<file path="src/rtl/chen_pkg.sv">
package chen_pkg;

    // one register, one protocol byte
    localparam int REG_W  = 8;
    localparam int BYTE_W = 8;

    // upper part of the device address, fixed by the protocol
    localparam logic [3:0] ADDR_HI = 4'b1110;

    typedef enum logic [2:0] {
        ST_IDLE,
        ST_ADDR,
        ST_ADDR_ACK,
        ST_WR_DATA,
        ST_WR_ACK,
        ST_RD_DATA,
        ST_RD_ACK
    } bus_st_t;

    typedef struct packed {
        logic start;
        logic stop;
        logic rise;
        logic fall;
    } bus_evt_t;

    function automatic logic addr_hit(input logic [6:0] rx, input logic [2:0] strap);
        return rx == {ADDR_HI, strap};
    endfunction

    // nanoseconds to clock cycles, rounded up, never below one
    function automatic int unsigned ns_to_cyc(input int unsigned clk_hz, input int unsigned ns);
        int unsigned c;
        c = ((clk_hz / 1000) * ns + 999_999) / 1_000_000;
        return (c < 1) ? 1 : c;
    endfunction

endpackage

</file>
<file path="src/rtl/chen_line_filter.sv">
module chen_line_filter #(
    parameter int unsigned STABLE_CYC = 4
) (
    input  logic clk,
    input  logic rst_n,
    input  logic line_i,
    output logic line_o
);
    localparam int unsigned CW = $clog2(STABLE_CYC + 1);

    logic [1:0]    sync_q;
    logic [CW-1:0] run_q;

    // two-flop synchronizer, then the output follows only a level held long enough
    always_ff @(posedge clk or negedge rst_n) begin
        if (!rst_n) begin
            sync_q <= 2'b11;
            run_q  <= '0;
            line_o <= 1'b1;
        end else begin
            sync_q <= {sync_q[0], line_i};
            if (sync_q[1] == line_o) begin
                run_q <= '0;
            end else if (run_q == CW'(STABLE_CYC - 1)) begin
                run_q  <= '0;
                line_o <= sync_q[1];
            end else begin
                run_q <= run_q + 1'b1;
            end
        end
    end

endmodule

</file>
<file path="src/rtl/chen_bus_events.sv">
module chen_bus_events
    import chen_pkg::*;
(
    input  logic     clk,
    input  logic     rst_n,
    input  logic     scl_f,
    input  logic     sda_f,
    output bus_evt_t evt
);
    logic scl_q, sda_q;

    always_ff @(posedge clk or negedge rst_n) begin
        if (!rst_n) begin
            scl_q <= 1'b1;
            sda_q <= 1'b1;
        end else begin
            scl_q <= scl_f;
            sda_q <= sda_f;
        end
    end

    always_comb begin
        evt.start = scl_f & scl_q & sda_q & ~sda_f;
        evt.stop  = scl_f & scl_q & ~sda_q & sda_f;
        evt.rise  = scl_f & ~scl_q;
        evt.fall  = ~scl_f & scl_q;
    end

endmodule

</file>
<file path="src/rtl/chen_slave_ctl.sv">
module chen_slave_ctl
    import chen_pkg::*;
#(
    parameter int unsigned HOLD_CYC = 30
) (
    input  logic             clk,
    input  logic             rst_n,
    input  bus_evt_t         evt,
    input  logic             sda_f,
    input  logic [2:0]       strap,
    output logic             sda_drive_low,
    output logic [REG_W-1:0] en_q,
    output bus_st_t          st
);
    localparam int unsigned HOLD_LD = (HOLD_CYC < 1) ? 1 : HOLD_CYC;
    localparam int unsigned HW      = $clog2(HOLD_LD + 1);

    logic [3:0]        bit_cnt;
    logic [BYTE_W-1:0] rx_sh;
    logic [BYTE_W-1:0] tx_sh;
    logic              rw_q;
    logic              mack_q;
    logic              want_q;   // level wanted on SDA once the hold time is over
    logic [HW-1:0]     hold_q;
    logic              drive_q;

    assign sda_drive_low = drive_q;

    always_ff @(posedge clk or negedge rst_n) begin
        if (!rst_n) begin
            st      <= ST_IDLE;
            bit_cnt <= '0;
            rx_sh   <= '0;
            tx_sh   <= '0;
            rw_q    <= 1'b0;
            mack_q  <= 1'b0;
            want_q  <= 1'b1;
            hold_q  <= '0;
            drive_q <= 1'b0;
            en_q    <= '0;
        end else if (evt.start || evt.stop) begin
            drive_q <= 1'b0;
            want_q  <= 1'b1;
            hold_q  <= '0;
            bit_cnt <= '0;
            st      <= evt.start ? ST_ADDR : ST_IDLE;
        end else begin
            // delayed SDA update after a clock fall; a write lands with its acknowledge
            if (hold_q != '0) begin
                if (hold_q == HW'(1)) begin
                    drive_q <= ~want_q;
                    if (st == ST_WR_ACK) begin
                        en_q <= rx_sh;
                    end
                end
                hold_q <= hold_q - 1'b1;
            end

            if (evt.rise) begin
                case (st)
                    ST_ADDR, ST_WR_DATA: begin
                        rx_sh   <= {rx_sh[BYTE_W-2:0], sda_f};
                        bit_cnt <= bit_cnt + 1'b1;
                    end
                    ST_RD_DATA: bit_cnt <= bit_cnt + 1'b1;
                    ST_RD_ACK:  mack_q  <= ~sda_f;
                    default: ;
                endcase
            end

            if (evt.fall) begin
                hold_q <= HW'(HOLD_LD);
                case (st)
                    ST_ADDR: begin
                        if (bit_cnt == 4'd8) begin
                            if (addr_hit(rx_sh[7:1], strap)) begin
                                rw_q   <= rx_sh[0];
                                st     <= ST_ADDR_ACK;
                                want_q <= 1'b0;
                            end else begin
                                st     <= ST_IDLE;
                                want_q <= 1'b1;
                            end
                        end
                    end
                    ST_ADDR_ACK: begin
                        bit_cnt <= '0;
                        if (rw_q) begin
                            st     <= ST_RD_DATA;
                            tx_sh  <= en_q;
                            want_q <= en_q[BYTE_W-1];
                        end else begin
                            st     <= ST_WR_DATA;
                            want_q <= 1'b1;
                        end
                    end
                    ST_WR_DATA: begin
                        if (bit_cnt == 4'd8) begin
                            st     <= ST_WR_ACK;
                            want_q <= 1'b0;
                        end
                    end
                    ST_WR_ACK: begin
                        st      <= ST_WR_DATA;
                        bit_cnt <= '0;
                        want_q  <= 1'b1;
                    end
                    ST_RD_DATA: begin
                        if (bit_cnt == 4'd8) begin
                            st     <= ST_RD_ACK;
                            want_q <= 1'b1;
                        end else begin
                            tx_sh  <= {tx_sh[BYTE_W-2:0], 1'b0};
                            want_q <= tx_sh[BYTE_W-2];
                        end
                    end
                    ST_RD_ACK: begin
                        if (mack_q) begin
                            st      <= ST_RD_DATA;
                            bit_cnt <= '0;
                            tx_sh   <= en_q;
                            want_q  <= en_q[BYTE_W-1];
                        end else begin
                            st     <= ST_IDLE;
                            want_q <= 1'b1;
                        end
                    end
                    default: want_q <= 1'b1;
                endcase
            end
        end
    end

endmodule

</file>
<file path="src/rtl/chan_en_reg.sv">
module chan_en_reg
    import chen_pkg::*;
#(
    parameter int unsigned CLK_HZ  = 100_000_000,
    parameter int unsigned FILT_NS = 50,
    parameter int unsigned HOLD_NS = 300
) (
    input  logic             clk,
    input  logic             rst_n,
    input  logic             scl_i,
    input  logic             sda_i,
    input  logic [2:0]       strap,
    output logic             sda_drive_low,
    output logic [REG_W-1:0] chan_en
);
    localparam int unsigned FILT_CYC = ns_to_cyc(CLK_HZ, FILT_NS);
    localparam int unsigned HOLD_CYC = ns_to_cyc(CLK_HZ, HOLD_NS);
    localparam int          N_LINES  = 2;

    logic [N_LINES-1:0] raw_l;
    logic [N_LINES-1:0] flt_l;
    bus_evt_t           evt;
    bus_st_t            bus_st;

    assign raw_l = {scl_i, sda_i};

    for (genvar g = 0; g < N_LINES; g++) begin : g_flt
        chen_line_filter #(
            .STABLE_CYC(FILT_CYC)
        ) u_flt (
            .clk   (clk),
            .rst_n (rst_n),
            .line_i(raw_l[g]),
            .line_o(flt_l[g])
        );
    end

    chen_bus_events u_evt (
        .clk  (clk),
        .rst_n(rst_n),
        .scl_f(flt_l[1]),
        .sda_f(flt_l[0]),
        .evt  (evt)
    );

    chen_slave_ctl #(
        .HOLD_CYC(HOLD_CYC)
    ) u_ctl (
        .clk          (clk),
        .rst_n        (rst_n),
        .evt          (evt),
        .sda_f        (flt_l[0]),
        .strap        (strap),
        .sda_drive_low(sda_drive_low),
        .en_q         (chan_en),
        .st           (bus_st)
    );

endmodule

</file>
<file path="config.mk">
export PLATFORM = sky130hd
export DESIGN_NAME = chan_en_reg
export DESIGN_NICKNAME = d
export VERILOG_FILES = /design/src/rtl/chen_pkg.sv /design/src/rtl/chen_line_filter.sv /design/src/rtl/chen_bus_events.sv /design/src/rtl/chen_slave_ctl.sv /design/src/rtl/chan_en_reg.sv
export SDC_FILE = /design/constraint.sdc
export NUM_CORES = 1
export LEC_CHECK = 0
export BUFFER_PORTS_ARGS = -buffer_cell sky130_fd_sc_hd__buf_2
export CORE_MARGIN = 2
export CORE_UTILIZATION = 45
export DETAILED_ROUTE_END_ITERATION = 7
export GPL_ROUTABILITY_DRIVEN = 0
export SLEW_MARGIN = 20
export SYNTH_ARGS = -nofsm -noshare
export SYNTH_HDL_FRONTEND = slang
export SYNTH_SLANG_ARGS = --single-unit
export TNS_END_PERCENT = 30
</file>
<file path="constraint.sdc">
create_clock -name clk -period 2.3 [get_ports clk]
set_input_delay 0.345 -clock clk [delete_from_list [all_inputs] [get_ports clk]]
set_output_delay 0.345 -clock clk [all_outputs]
set_load 0.01 [all_outputs]
</file>
==> results.json <==
{
  "outcome": "finished, final reports clean",
  "max_cap_violation_count": 0,
  "fillerInstances": 515,
  "worstPathRequired_ps": 2490,
  "cts_hold_buf": 0,
  "cts_made_buffers": 5,
  "remaining_drc_errors": 0,
  "wire_per_inst_um": 15.0,
  "cts.root.buffer_cell": "sky130_fd_sc_hd__clkbuf_8",
  "synth_area_per_cell_um2": 11.2,
  "dp.final_hpwl_um": 3580,
  "ant_nets": 0,
  "arrival_ps": 2350,
  "syn_area_um2": 2630,
  "synth_ff_type": "sky130_fd_sc_hd__dfrtp_1",
  "power_mw": 3.17,
  "critical_path_launch_point_type": "flop",
  "grt_setup_unrepaired": "no",
  "layout-area-overhead-vs-synth_pct": 11.7,
  "hold_viol": 0,
  "postRouteWirelength_um": 4880,
  "clock_latency_ps": 300,
  "post_cts_gate_resize_count": 0,
  "setup-tns-final_ps": 0,
  "fmaxAchievable_ghz": 0.463,
  "globalRoute.totalOverflow": 0,
  "clock_tree.htree_level_count": 2,
  "netlist.top_cell.by_area": "sky130_fd_sc_hd__dfrtp_1",
  "drt_iter0_markers": 100,
  "final_critical_period_ps": 2160,
  "seq_area_frac_synth": 0.509,
  "setup.worst_path.end_class": "flop",
  "grt_use_total": 0.170,
  "fp_rows": 27,
  "cts_post_setup_buffers_inserted": 0,
  "floorplan.initialDensity": 0.471,
  "cp_max_fo": 8,
  "fin_skew_ps": 3.70,
  "share_of_cells_above_drive_strength_1": 0.268,
  "multiInputGateArea_um2": 1190,
  "detail_route.vias_per_cell": 5.43,
  "most_numerous_cell_in_the_yosys_netlist": "sky130_fd_sc_hd__dfrtp_1",
  "slew_violations": 0,
  "hold_path.class": "input pin to async pin",
  "die_boundary_height_um": 80.4,
  "grt_start_max_net_pins": 29,
  "synth_cell_type_count": 42,
  "area.sequential_um2": 1340,
  "post-route-period-util": 0.938,
  "die_area_um2": 6470,
  "synth.area.top_cells": "sky130_fd_sc_hd__dfrtp_1, sky130_fd_sc_hd__dfstp_2, sky130_fd_sc_hd__mux2_2, sky130_fd_sc_hd__mux2_4, sky130_fd_sc_hd__ha_1",
  "tritoncts_clock_tree": "yes",
  "vdd_ir_drop_max_mv": 0.468,
  "timing.final.setup_violations": 0,
  "synthTopCellsByCount": "sky130_fd_sc_hd__dfrtp_1, sky130_fd_sc_hd__nor2_1, sky130_fd_sc_hd__nand2_1, sky130_fd_sc_hd__a21oi_1, sky130_fd_sc_hd__mux2_2",
  "grt_first_pass_wirelength_um": 8560,
  "vias": 1771,
  "io_buffers": 15,
  "clock_sink_count": 53,
  "synth-warning-count": 0,
  "num-nets-final": 269,
  "antenna_violations_before_repair": 0,
  "diodes": 0,
  "max_slew.worst_pin.slew_ps": 952,
  "leakagePower_nw": 1.41,
  "synth_async_sr_flop_share": 1.00,
  "core_region_area_um2": 5570,
  "top_level_ports": 16,
  "max-clock-path-buffers": 2,
  "grt_pass1_vias": 1800,
  "yosys.area.top_type_share": 0.419,
  "number_of_synthesized_flops_with_an_enable_pin": 0,
  "worst-setup-path-type": "flop to flop",
  "post_synthesis_net_count": 250,
  "clk_transition_reported_paths_ps": 90,
  "yosys_register_bits": 53,
  "power_density_nw_per_um2": 1080,
  "die_x_um": 80.4,
  "synth_cells": 234,
  "relative_slew_slack": 0.365,
  "drt_pass1_iterations": 4
}
## where the power goes
group	total, mW	internal (mW)	switching, mW
registers	1.48	1.22	0.264
clock network	0.633	0.355	0.278
logic	1.05	0.498	0.557
total	3.17	2.07	1.10
## metrics by stage
step                area, um^2  utilization  hold WS, ps  setup WS [ps]  instances
floorplan                 2630            -         49.4            216        234
global route              2930        0.526          123           19.6        326
global placement          2820        0.505          346            136        318
detailed placement        2820        0.505          349           93.1        318
CTS                       2930        0.526         75.0           69.3        326
finish                    2930        0.526         61.6            142        326
## critical path: stages, from the launching register on
cell and delay (ps):
sky130_fd_sc_hd__dfrtp_1 410, sky130_fd_sc_hd__inv_1 90, sky130_fd_sc_hd__ha_1 220, sky130_fd_sc_hd__nor4_2 310, sky130_fd_sc_hd__nand2_1 140, sky130_fd_sc_hd__or4_4 550, sky130_fd_sc_hd__mux2_4 330
## placed cells by master, fill, tap and decap left out, drive strengths merged, types with 2 or more instances in the layout
cell type,synthesis,layout
a31oi,6,6
o21bai,2,2
nor2b,6,6
dfstp,9,9
xor2,3,3
clkbuf,9,7
o22ai,3,3
dfrtp,44,44
nor4,2,2
nand2b,3,3
mux2,21,21
nor3,3,3
o211ai,3,3
nand4,5,5
nor2,17,17
a21oi,13,13
ha,9,9
mux2i,10,10
inv,12,12
o21ai,8,8
nand2,14,14
a221oi,2,2
buf,3,24
o21a,2,2
nor3b,2,2
xnor2,8,8
and3,5,5
## sequential cells by signal (all words and copies together), names as in the netlist, 2 cells and up
name and cells:
g_flt.u_flt.sync_q 4, g_flt.u_flt.line_o 2, u_ctl.rx_sh 8, u_ctl.hold_q 5
u_ctl.bit_cnt 4, u_ctl.en_q 8, u_ctl.st 3, g_flt.u_flt.run_q 6
u_ctl.tx_sh 7
## worst paths after layout
| check | end | slack, ps | startpoint | depth (start not counted) |
|---|---|---|---|---|
| worst max-delay path | u_ctl.en_q[3] | 140 | u_ctl.hold_q[0] | 6 |
| worst min-delay path | g_flt[1].u_flt.run_q[0] | 60 | rst_n | 1 |
| worst max register to register | u_ctl.en_q[3] | 140 | u_ctl.hold_q[0] | 6 |
| worst min register to register | g_flt[1].u_flt.sync_q[1] | 360 | g_flt[1].u_flt.sync_q[0] | 0 |
| max in group asynchronous | u_ctl.want_q | 1610 | rst_n | 2 |
| min in group clk | g_flt[1].u_flt.sync_q[0] | 140 | scl_i | 1 |
## area by class of cell
cell class,count,area share
flip-flops and latches,53,0.456
clock buffers,7,0.0294
clock inverters,1,0.0102
repair buffers,24,0.0529
well taps,72,0.0307
inverters,12,0.0154
multi-input cells,157,0.406
## logic make-up (layout without fill, tap and decap cells)
group | Yosys count | after routing | share of synthesized area
flip-flops | 53 | 53 | 0.509
XOR/XNOR | 11 | 11 | 0.0395
multiplexers | 31 | 31 | 0.140
buffers and inverters | 24 | 44 | 0.0381
adder cells (fa/ha/maj) | 9 | 9 | 0.0429
AO/OA/AOI/OAI | 42 | 42 | 0.0995
AND/OR/NAND/NOR | 64 | 64 | 0.131
## metal layers
layer,wire [um],part of all wire,track usage,vias to the layer above
met5,0,0,0,-
met1,2380,0.49,0.236,873
met3,178,0.036,0.0326,5
met2,2260,0.46,0.272,35
met4,61,0.013,0.0508,0
li1,-,-,-,858
(Power assumes the default switching activity.)
